==> config.mk <==
export PLATFORM = sky130hd
export DESIGN_NAME = strobe_serial_master
export DESIGN_NICKNAME = d
export VERILOG_FILES = /design/src/rtl/ssm_pkg.sv /design/src/rtl/ssm_rst_sync.sv /design/src/rtl/ssm_bus_cycle.sv /design/src/rtl/ssm_seq.sv /design/src/rtl/ssm_byte_buf.sv /design/src/rtl/strobe_serial_master.sv
export SDC_FILE = /design/constraint.sdc
export NUM_CORES = 1
export LEC_CHECK = 0
export ABC_AREA = 1
export ABC_CLOCK_PERIOD_IN_PS = 3900
export BUFFER_PORTS_ARGS = -buffer_cell sky130_fd_sc_hd__buf_2
export CAP_MARGIN = 20
export CORE_ASPECT_RATIO = 1.1
export CORE_MARGIN = 3
export CORE_UTILIZATION = 61
export CTS_CLUSTER_SIZE = 10
export DETAILED_ROUTE_END_ITERATION = 10
export PLACE_DENSITY_LB_ADDON = 0.08
export SKIP_CTS_REPAIR_TIMING = 1
export SKIP_LAST_GASP = 1
export SYNTH_ARGS = -nofsm -noshare
export SYNTH_HDL_FRONTEND = slang
export SYNTH_SLANG_ARGS = --single-unit
==> constraint.sdc <==
create_clock -name clk -period 3.9 [get_ports clk]
set_clock_uncertainty 0.2 [all_clocks]
set_input_delay 0.975 -clock clk [delete_from_list [all_inputs] [get_ports clk]]
set_output_delay 0.975 -clock clk [all_outputs]
set_load 0.01 [all_outputs]
==> src/rtl/ssm_pkg.sv <==
package ssm_pkg;
  localparam int unsigned ADDR_W = 16;
  localparam int unsigned BYTE_W = 8;
  localparam int unsigned RST_CYCLES = 3;

  typedef enum logic [1:0] {
    PH_IDLE  = 2'd0,
    PH_SETUP = 2'd1,
    PH_ACT   = 2'd2,
    PH_HOLD  = 2'd3
  } phase_t;

  typedef enum logic [2:0] {
    SQ_IDLE = 3'd0,
    SQ_RST  = 3'd1,
    SQ_ADDR = 3'd2,
    SQ_DATA = 3'd3,
    SQ_FIN  = 3'd4
  } seq_t;
endpackage

==> src/rtl/ssm_rst_sync.sv <==
module ssm_rst_sync (
  input  logic clk,
  input  logic rst_n,
  output logic rst_n_s
);
  logic meta_q;

  always_ff @(posedge clk or negedge rst_n) begin
    if (!rst_n) begin
      meta_q  <= 1'b0;
      rst_n_s <= 1'b0;
    end else begin
      meta_q  <= 1'b1;
      rst_n_s <= meta_q;
    end
  end
endmodule

==> src/rtl/ssm_bus_cycle.sv <==
module ssm_bus_cycle
  import ssm_pkg::*;
#(
  parameter int unsigned SETUP_CYC = 2,
  parameter int unsigned PULSE_CYC = 3,
  parameter int unsigned HOLD_CYC  = 2
) (
  input  logic clk,
  input  logic rst_n,
  input  logic start,
  input  logic is_wr,
  input  logic wbit,
  input  logic dq_i,
  output logic idle,
  output logic done,
  output logic bit_stb,
  output logic bit_val,
  output logic ce_n,
  output logic oe_n,
  output logic we_n,
  output logic dq_o,
  output logic dq_oe
);
  localparam int unsigned MAX_A = (SETUP_CYC > PULSE_CYC) ? SETUP_CYC : PULSE_CYC;
  localparam int unsigned MAX_C = (MAX_A > HOLD_CYC) ? MAX_A : HOLD_CYC;
  localparam int unsigned CW    = $clog2(MAX_C + 1);

  phase_t        phase_q, phase_d;
  logic [CW-1:0] cnt_q, cnt_d;
  logic          wr_q, wr_d, wbit_q, wbit_d;
  logic          ce_n_d, oe_n_d, we_n_d, dq_oe_d, dq_o_d;
  logic          cnt_zero;

  assign cnt_zero = (cnt_q == '0);

  always_comb begin
    phase_d = phase_q;
    cnt_d   = cnt_q;
    wr_d    = wr_q;
    wbit_d  = wbit_q;
    unique case (phase_q)
      PH_IDLE: begin
        if (start) begin
          phase_d = PH_SETUP;
          cnt_d   = CW'(SETUP_CYC - 1);
          wr_d    = is_wr;
          wbit_d  = wbit;
        end
      end
      PH_SETUP: begin
        if (cnt_zero) begin
          phase_d = PH_ACT;
          cnt_d   = CW'(PULSE_CYC - 1);
        end else begin
          cnt_d = cnt_q - 1'b1;
        end
      end
      PH_ACT: begin
        if (cnt_zero) begin
          phase_d = PH_HOLD;
          cnt_d   = CW'(HOLD_CYC - 1);
        end else begin
          cnt_d = cnt_q - 1'b1;
        end
      end
      PH_HOLD: begin
        if (cnt_zero) begin
          phase_d = PH_IDLE;
        end else begin
          cnt_d = cnt_q - 1'b1;
        end
      end
      default: phase_d = PH_IDLE;
    endcase
  end

  // strobe values for the next clock, registered so the pins never glitch
  always_comb begin
    ce_n_d  = !(phase_d == PH_ACT);
    oe_n_d  = !((phase_d == PH_ACT) && !wr_d);
    we_n_d  = !((phase_d == PH_ACT) && wr_d);
    dq_oe_d = wr_d && (phase_d != PH_IDLE);
    dq_o_d  = dq_oe_d && wbit_d;
  end

  always_ff @(posedge clk or negedge rst_n) begin
    if (!rst_n) begin
      phase_q <= PH_IDLE;
      cnt_q   <= '0;
      wr_q    <= 1'b0;
      wbit_q  <= 1'b0;
      ce_n    <= 1'b1;
      oe_n    <= 1'b1;
      we_n    <= 1'b1;
      dq_oe   <= 1'b0;
      dq_o    <= 1'b0;
    end else begin
      phase_q <= phase_d;
      cnt_q   <= cnt_d;
      wr_q    <= wr_d;
      wbit_q  <= wbit_d;
      ce_n    <= ce_n_d;
      oe_n    <= oe_n_d;
      we_n    <= we_n_d;
      dq_oe   <= dq_oe_d;
      dq_o    <= dq_o_d;
    end
  end

  assign idle    = (phase_q == PH_IDLE);
  assign done    = (phase_q == PH_HOLD) && cnt_zero;
  assign bit_stb = (phase_q == PH_ACT) && cnt_zero && !wr_q;
  assign bit_val = dq_i;

  p_no_contention_r5: assert property (@(posedge clk) disable iff (!rst_n)
    !ce_n |-> (oe_n || we_n));
  p_released_on_read_r6: assert property (@(posedge clk) disable iff (!rst_n)
    !oe_n |-> !dq_oe);
  p_release_lead_r6: assert property (@(posedge clk) disable iff (!rst_n)
    $fell(oe_n) |-> !$past(dq_oe));
  p_write_driven_r4: assert property (@(posedge clk) disable iff (!rst_n)
    !we_n |-> (dq_oe && oe_n && !ce_n));
endmodule

==> src/rtl/ssm_seq.sv <==
module ssm_seq
  import ssm_pkg::*;
#(
  parameter int unsigned COUNT_W = 8
) (
  input  logic               clk,
  input  logic               rst_n,
  input  logic               req_valid,
  input  logic [ADDR_W-1:0]  req_addr,
  input  logic [COUNT_W-1:0] req_count,
  input  logic               tmr_idle,
  input  logic               tmr_done,
  input  logic               out_full,
  output logic               req_ready,
  output logic               busy,
  output logic               start,
  output logic               is_wr,
  output logic               wbit,
  output logic               last_bit
);
  localparam logic [3:0] ADDR_LAST = 4'(ADDR_W - 1);
  localparam logic [3:0] BIT_LAST  = 4'(BYTE_W - 1);
  localparam logic [3:0] RST_LAST  = 4'(RST_CYCLES - 1);

  seq_t               st_q, st_d;
  logic [3:0]         step_q, step_d;
  logic [ADDR_W-1:0]  addr_q, addr_d;
  logic [COUNT_W-1:0] left_q, left_d;
  logic               launched_q, launched_d;
  logic               in_cycles;

  assign in_cycles = (st_q == SQ_RST) || (st_q == SQ_ADDR) || (st_q == SQ_DATA);
  assign last_bit  = (st_q == SQ_DATA) && (step_q == BIT_LAST);

  always_comb begin
    is_wr = 1'b0;
    wbit  = 1'b0;
    unique case (st_q)
      SQ_RST:  is_wr = (step_q == 4'd1);
      SQ_ADDR: begin
        is_wr = 1'b1;
        wbit  = addr_q[ADDR_W-1];
      end
      default: is_wr = 1'b0;
    endcase
  end

  // the final bit of a byte waits until the output holder is empty
  assign start = in_cycles && tmr_idle && !launched_q && !(last_bit && out_full);

  always_comb begin
    st_d       = st_q;
    step_d     = step_q;
    addr_d     = addr_q;
    left_d     = left_q;
    launched_d = launched_q;
    if (start) launched_d = 1'b1;
    else if (tmr_done) launched_d = 1'b0;
    unique case (st_q)
      SQ_IDLE: begin
        if (req_valid) begin
          st_d   = SQ_RST;
          step_d = '0;
          addr_d = req_addr;
          left_d = req_count;
        end
      end
      SQ_RST: begin
        if (tmr_done) begin
          if (step_q == RST_LAST) begin
            st_d   = SQ_ADDR;
            step_d = '0;
          end else begin
            step_d = step_q + 1'b1;
          end
        end
      end
      SQ_ADDR: begin
        if (tmr_done) begin
          addr_d = {addr_q[ADDR_W-2:0], 1'b0};
          if (step_q == ADDR_LAST) begin
            step_d = '0;
            st_d   = (left_q == '0) ? SQ_FIN : SQ_DATA;
          end else begin
            step_d = step_q + 1'b1;
          end
        end
      end
      SQ_DATA: begin
        if (tmr_done) begin
          if (step_q == BIT_LAST) begin
            left_d = left_q - 1'b1;
            step_d = '0;
            if (left_q == COUNT_W'(1)) st_d = SQ_FIN;
          end else begin
            step_d = step_q + 1'b1;
          end
        end
      end
      SQ_FIN: begin
        if (!out_full && tmr_idle) st_d = SQ_IDLE;
      end
      default: st_d = SQ_IDLE;
    endcase
  end

  always_ff @(posedge clk or negedge rst_n) begin
    if (!rst_n) begin
      st_q       <= SQ_IDLE;
      step_q     <= '0;
      addr_q     <= '0;
      left_q     <= '0;
      launched_q <= 1'b0;
    end else begin
      st_q       <= st_d;
      step_q     <= step_d;
      addr_q     <= addr_d;
      left_q     <= left_d;
      launched_q <= launched_d;
    end
  end

  assign req_ready = (st_q == SQ_IDLE);
  assign busy      = (st_q != SQ_IDLE);

  p_accept_busy_r11: assert property (@(posedge clk) disable iff (!rst_n)
    (req_valid && req_ready) |=> busy);
  p_addr_writes_r3: assert property (@(posedge clk) disable iff (!rst_n)
    (start && (st_q == SQ_ADDR)) |-> is_wr);
  p_fin_quiet_r12: assert property (@(posedge clk) disable iff (!rst_n)
    (st_q == SQ_FIN) |-> !start);
endmodule

==> src/rtl/ssm_byte_buf.sv <==
module ssm_byte_buf
  import ssm_pkg::*;
(
  input  logic              clk,
  input  logic              rst_n,
  input  logic              bit_stb,
  input  logic              bit_val,
  input  logic              last_bit,
  input  logic              rd_ready,
  output logic              rd_valid,
  output logic [BYTE_W-1:0] rd_data,
  output logic              full
);
  logic [BYTE_W-2:0] sh_q, sh_d;
  logic [BYTE_W-1:0] hold_d;
  logic              vld_d;

  always_comb begin
    sh_d   = sh_q;
    hold_d = rd_data;
    vld_d  = rd_valid;
    if (rd_valid && rd_ready) vld_d = 1'b0;
    if (bit_stb) begin
      sh_d = {sh_q[BYTE_W-3:0], bit_val};
      if (last_bit) begin
        hold_d = {sh_q, bit_val};
        vld_d  = 1'b1;
      end
    end
  end

  always_ff @(posedge clk or negedge rst_n) begin
    if (!rst_n) begin
      sh_q     <= '0;
      rd_data  <= '0;
      rd_valid <= 1'b0;
    end else begin
      sh_q     <= sh_d;
      rd_data  <= hold_d;
      rd_valid <= vld_d;
    end
  end

  assign full = rd_valid;

  p_hold_stable_r10: assert property (@(posedge clk) disable iff (!rst_n)
    (rd_valid && !rd_ready) |=> (rd_valid && $stable(rd_data)));
  p_no_overrun_r10: assert property (@(posedge clk) disable iff (!rst_n)
    (bit_stb && last_bit) |-> !rd_valid);
endmodule

==> src/rtl/strobe_serial_master.sv <==
module strobe_serial_master
  import ssm_pkg::*;
#(
  parameter int unsigned SETUP_CYC = 2,
  parameter int unsigned PULSE_CYC = 3,
  parameter int unsigned HOLD_CYC  = 2,
  parameter int unsigned COUNT_W   = 8
) (
  input  logic               clk,
  input  logic               rst_n,
  input  logic               req_valid,
  output logic               req_ready,
  input  logic [15:0]        req_addr,
  input  logic [COUNT_W-1:0] req_count,
  output logic               rd_valid,
  input  logic               rd_ready,
  output logic [7:0]         rd_data,
  output logic               busy,
  output logic               mem_ce_n,
  output logic               mem_oe_n,
  output logic               mem_we_n,
  output logic               mem_dq_o,
  output logic               mem_dq_oe,
  input  logic               mem_dq_i
);
  logic rst_n_s;
  logic tmr_idle, tmr_done, bit_stb, bit_val;
  logic start, is_wr, wbit, last_bit, out_full;

  ssm_rst_sync u_rst (
    .clk     (clk),
    .rst_n   (rst_n),
    .rst_n_s (rst_n_s)
  );

  ssm_seq #(.COUNT_W(COUNT_W)) u_seq (
    .clk       (clk),
    .rst_n     (rst_n_s),
    .req_valid (req_valid),
    .req_addr  (req_addr),
    .req_count (req_count),
    .tmr_idle  (tmr_idle),
    .tmr_done  (tmr_done),
    .out_full  (out_full),
    .req_ready (req_ready),
    .busy      (busy),
    .start     (start),
    .is_wr     (is_wr),
    .wbit      (wbit),
    .last_bit  (last_bit)
  );

  ssm_bus_cycle #(
    .SETUP_CYC (SETUP_CYC),
    .PULSE_CYC (PULSE_CYC),
    .HOLD_CYC  (HOLD_CYC)
  ) u_cyc (
    .clk     (clk),
    .rst_n   (rst_n_s),
    .start   (start),
    .is_wr   (is_wr),
    .wbit    (wbit),
    .dq_i    (mem_dq_i),
    .idle    (tmr_idle),
    .done    (tmr_done),
    .bit_stb (bit_stb),
    .bit_val (bit_val),
    .ce_n    (mem_ce_n),
    .oe_n    (mem_oe_n),
    .we_n    (mem_we_n),
    .dq_o    (mem_dq_o),
    .dq_oe   (mem_dq_oe)
  );

  ssm_byte_buf u_buf (
    .clk      (clk),
    .rst_n    (rst_n_s),
    .bit_stb  (bit_stb),
    .bit_val  (bit_val),
    .last_bit (last_bit),
    .rd_ready (rd_ready),
    .rd_valid (rd_valid),
    .rd_data  (rd_data),
    .full     (out_full)
  );

  p_idle_strobes_r11: assert property (@(posedge clk) disable iff (!rst_n_s)
    !busy |-> (mem_ce_n && !mem_dq_oe));
endmodule

==> flow_metrics.tcl <==
set metrics [dict create \
    dieHeight_um 81.6 \
    syn_avg_cell_area_um2 7.98 \
    crit_chain "nor2_1, nand2_2, inv_1, buf_2" \
    numCtsBuffers 9 \
    yosysTopAreaCell "dfrtp_1" \
    drv_slew 0 \
    finalSetupTns_ns 0 \
    whs_ns 0.0795 \
    synth_warnings 0 \
    dp_cells 487 \
    synthArstFlopShare_pct 100 \
    power.leakage_nw 1.83 \
    grt_pass1_wl_um 10600 \
    cp.required_ns 2.72 \
    synthAdderAreaFrac_pct 3.16 \
    first_iter_violations 113 \
    finish.utilization_pct 74.0 \
    die_w_um 74.7 \
    layout_setup_ws_ns 1.43 \
    critPathKind "reg -> out" \
    synth_area_leaders "dfrtp_1, nand2_1, inv_1, o21ai_0, nand3_1" \
    synth_edf_count 0 \
    gp_congestion 0.864 \
    power_per_cell_area_nw_per_um2 738 \
    fin_crit_sh_pct 63.4 \
    wl_per_cell_um 12.3 \
    slew_headroom_pct 58.9 \
    synth_mux_area_share_pct 0 \
    ys_ff_latch 61 \
    hpwl_um 4320 \
    power_mw 2.63 \
    clkTransAtPathRegs_ns 0.06 \
    crit_path_top_delay_cell "dfrtp_1" \
    synthFlopType "dfrtp_1" \
    rsz0062_at_grt "false" \
    start_util_pct 65.8 \
    antenna_found_initial 0 \
    clk_latency_ns 0.34 \
    status "completed" \
    ys_seq_area_share_pct 48.3 \
    io_pins 45 \
    yosysMostFrequentCell "nand2_1" \
    min_path_type "reg -> async" \
    postSynthCellCount 397 \
    grt_max_degree 33 \
    htreeDepth 3 \
    ir_worst_vdd_mv 0.366 \
    ant_nets 0 \
    dpl_cell_area_um2 3390 \
    layout-drive-gt1-share_pct 19.0 \
    fmax_ghz 0.404 \
    core_um2 4810 \
    instances_no_fill 503 \
    grt_remaining_overflow 0 \
    syn2layout_area_growth_pct 12.4 \
    portBuffers 44 \
    synth_compound_area_share_pct 14.0 \
    diodes 0 \
    num_vias 2695 \
    synthDistinctLibCells 32 \
    finalNetCount 479 \
    grt_pass1_vias 2532 \
    rows 26 \
    setup_viol 0 \
    synth_xor_area_share_pct 0 \
    crit_path_end_kind "output port" \
    viasPerCell 5.36 \
    drc 0 \
    synth.top_cell.area_share_pct 45.8 \
    cp-start-kind "flop" \
    clk_path_buf_depth 2 \
    hold_violations 0 \
    synth_common_cells "nand2_1, inv_1, dfrtp_1" \
    syn_nets 434 \
    critPathMaxFanout 6 \
    firstDrtPassIters 4 \
    fin_crit_ns 2.47 \
    design_area_um2 3560 \
    tightest_slew_ns 0.616 \
    cts_tree "yes" \
    cts_root_buf "clkbuf_8" \
    dieArea_um2 6100 \
    crit_path_max_incr_delay_ns 0.44 \
    drv_cap 0 \
    synth_top_family_by_area "simple AND/OR/NAND/NOR gates" \
    track_usage_pct 23.0 \
    synth_area_um2 3170 \
    yosys.area_share.simple_pct 24.8 \
    dp_slack_ns 1.60 \
    cts_sinks 61 \
    crit_arrival_ns 1.30 \
    drt-total-wl_um 6190 \
]
[routing by layer]
layer	global-route usage (%)	routed length [um]	part of all wire [%]	vias to the layer above
li1	-	-	-	1357
met1	27.2	2760	45	1248
met2	38.7	3010	49	71
met3	5.63	230	3.7	19
met4	11.7	180	2.9	0
met5	0	0	0	-
[path summary, 6_finish.rpt]
| path | start | to | slack, ns | depth (start not counted) |
|---|---|---|---|---|
| setup reg to reg | u_cyc.cnt_q[0] | u_seq.left_q[4] | 1.64 | 9 |
| hold / removal | u_rst.rst_n_s | u_seq.addr_q[13] | 0.08 | 0 |
| min in group clk | u_rst.meta_q | u_rst.rst_n_s | 0.15 | 0 |
| max in group asynchronous | u_rst.rst_n_s | u_cyc.oe_n | 2.54 | 1 |
| setup / recovery | u_seq.st_q[0] | req_ready | 1.43 | 4 |
| hold reg to reg | u_rst.rst_n_s | u_seq.addr_q[13] | 0.08 | 0 |
[cells in the final DEF, fill, tap and decap left out, types with 3 or more instances in the layout]
cell and n:
nor2_1 28, inv_1 59, dfstp_2 3, dfrtp_1 57, nand3_1 25, nor2_2 4
clkbuf_8 11, ha_1 8, nand2_1 102, clkbuf_1 3, o211ai_1 14, buf_2 44
nand2_2 8, a21oi_1 5, o21ai_1 9, o21ai_0 43
[sequential cells by signal (all words and copies together), names as in the netlist, 2 cells and up]
name / flops
u_cyc.cnt_q: 2
u_buf.rd_data: 8
u_cyc.phase_q: 2
u_seq.st_q: 3
u_buf.sh_q: 7
u_seq.step_q: 4
u_seq.addr_q: 16
u_seq.left_q: 8
[area by class of cell]
cell class / instances / area, um^2
inverter: 61 / 229
fill: 393 / 1250
sequential: 61 / 1530
clock buffer: 14 / 163
timing repair buffer: 45 / 228
multi-input combinational: 264 / 1330
tap: 56 / 70.1
clock inverter: 2 / 10.0
[worst max-delay path: cells and delay by family (launching register included)]
| kind | cells | cell delay [ns] |
|---|---|---|
| buffers and inverters | 2 | 0.22 |
| DFF | 1 | 0.44 |
| and+or+nand+nor | 2 | 0.30 |
[cells by family after synthesis]
logic type | Yosys count
and+or+nand+nor | 177
other | 1
DFF | 61
adders and majority gates | 8
buffers and inverters | 72
AOI/OAI and AO/OA | 78
[report_power, final]
group	internal (mW)	switching (mW)	total [mW]
sequential	0.866	0.123	0.989
combinational	0.362	0.780	1.14
clock	0.264	0.233	0.497
total	1.49	1.14	2.63
Note: power is estimated with default switching activity, not from simulation.
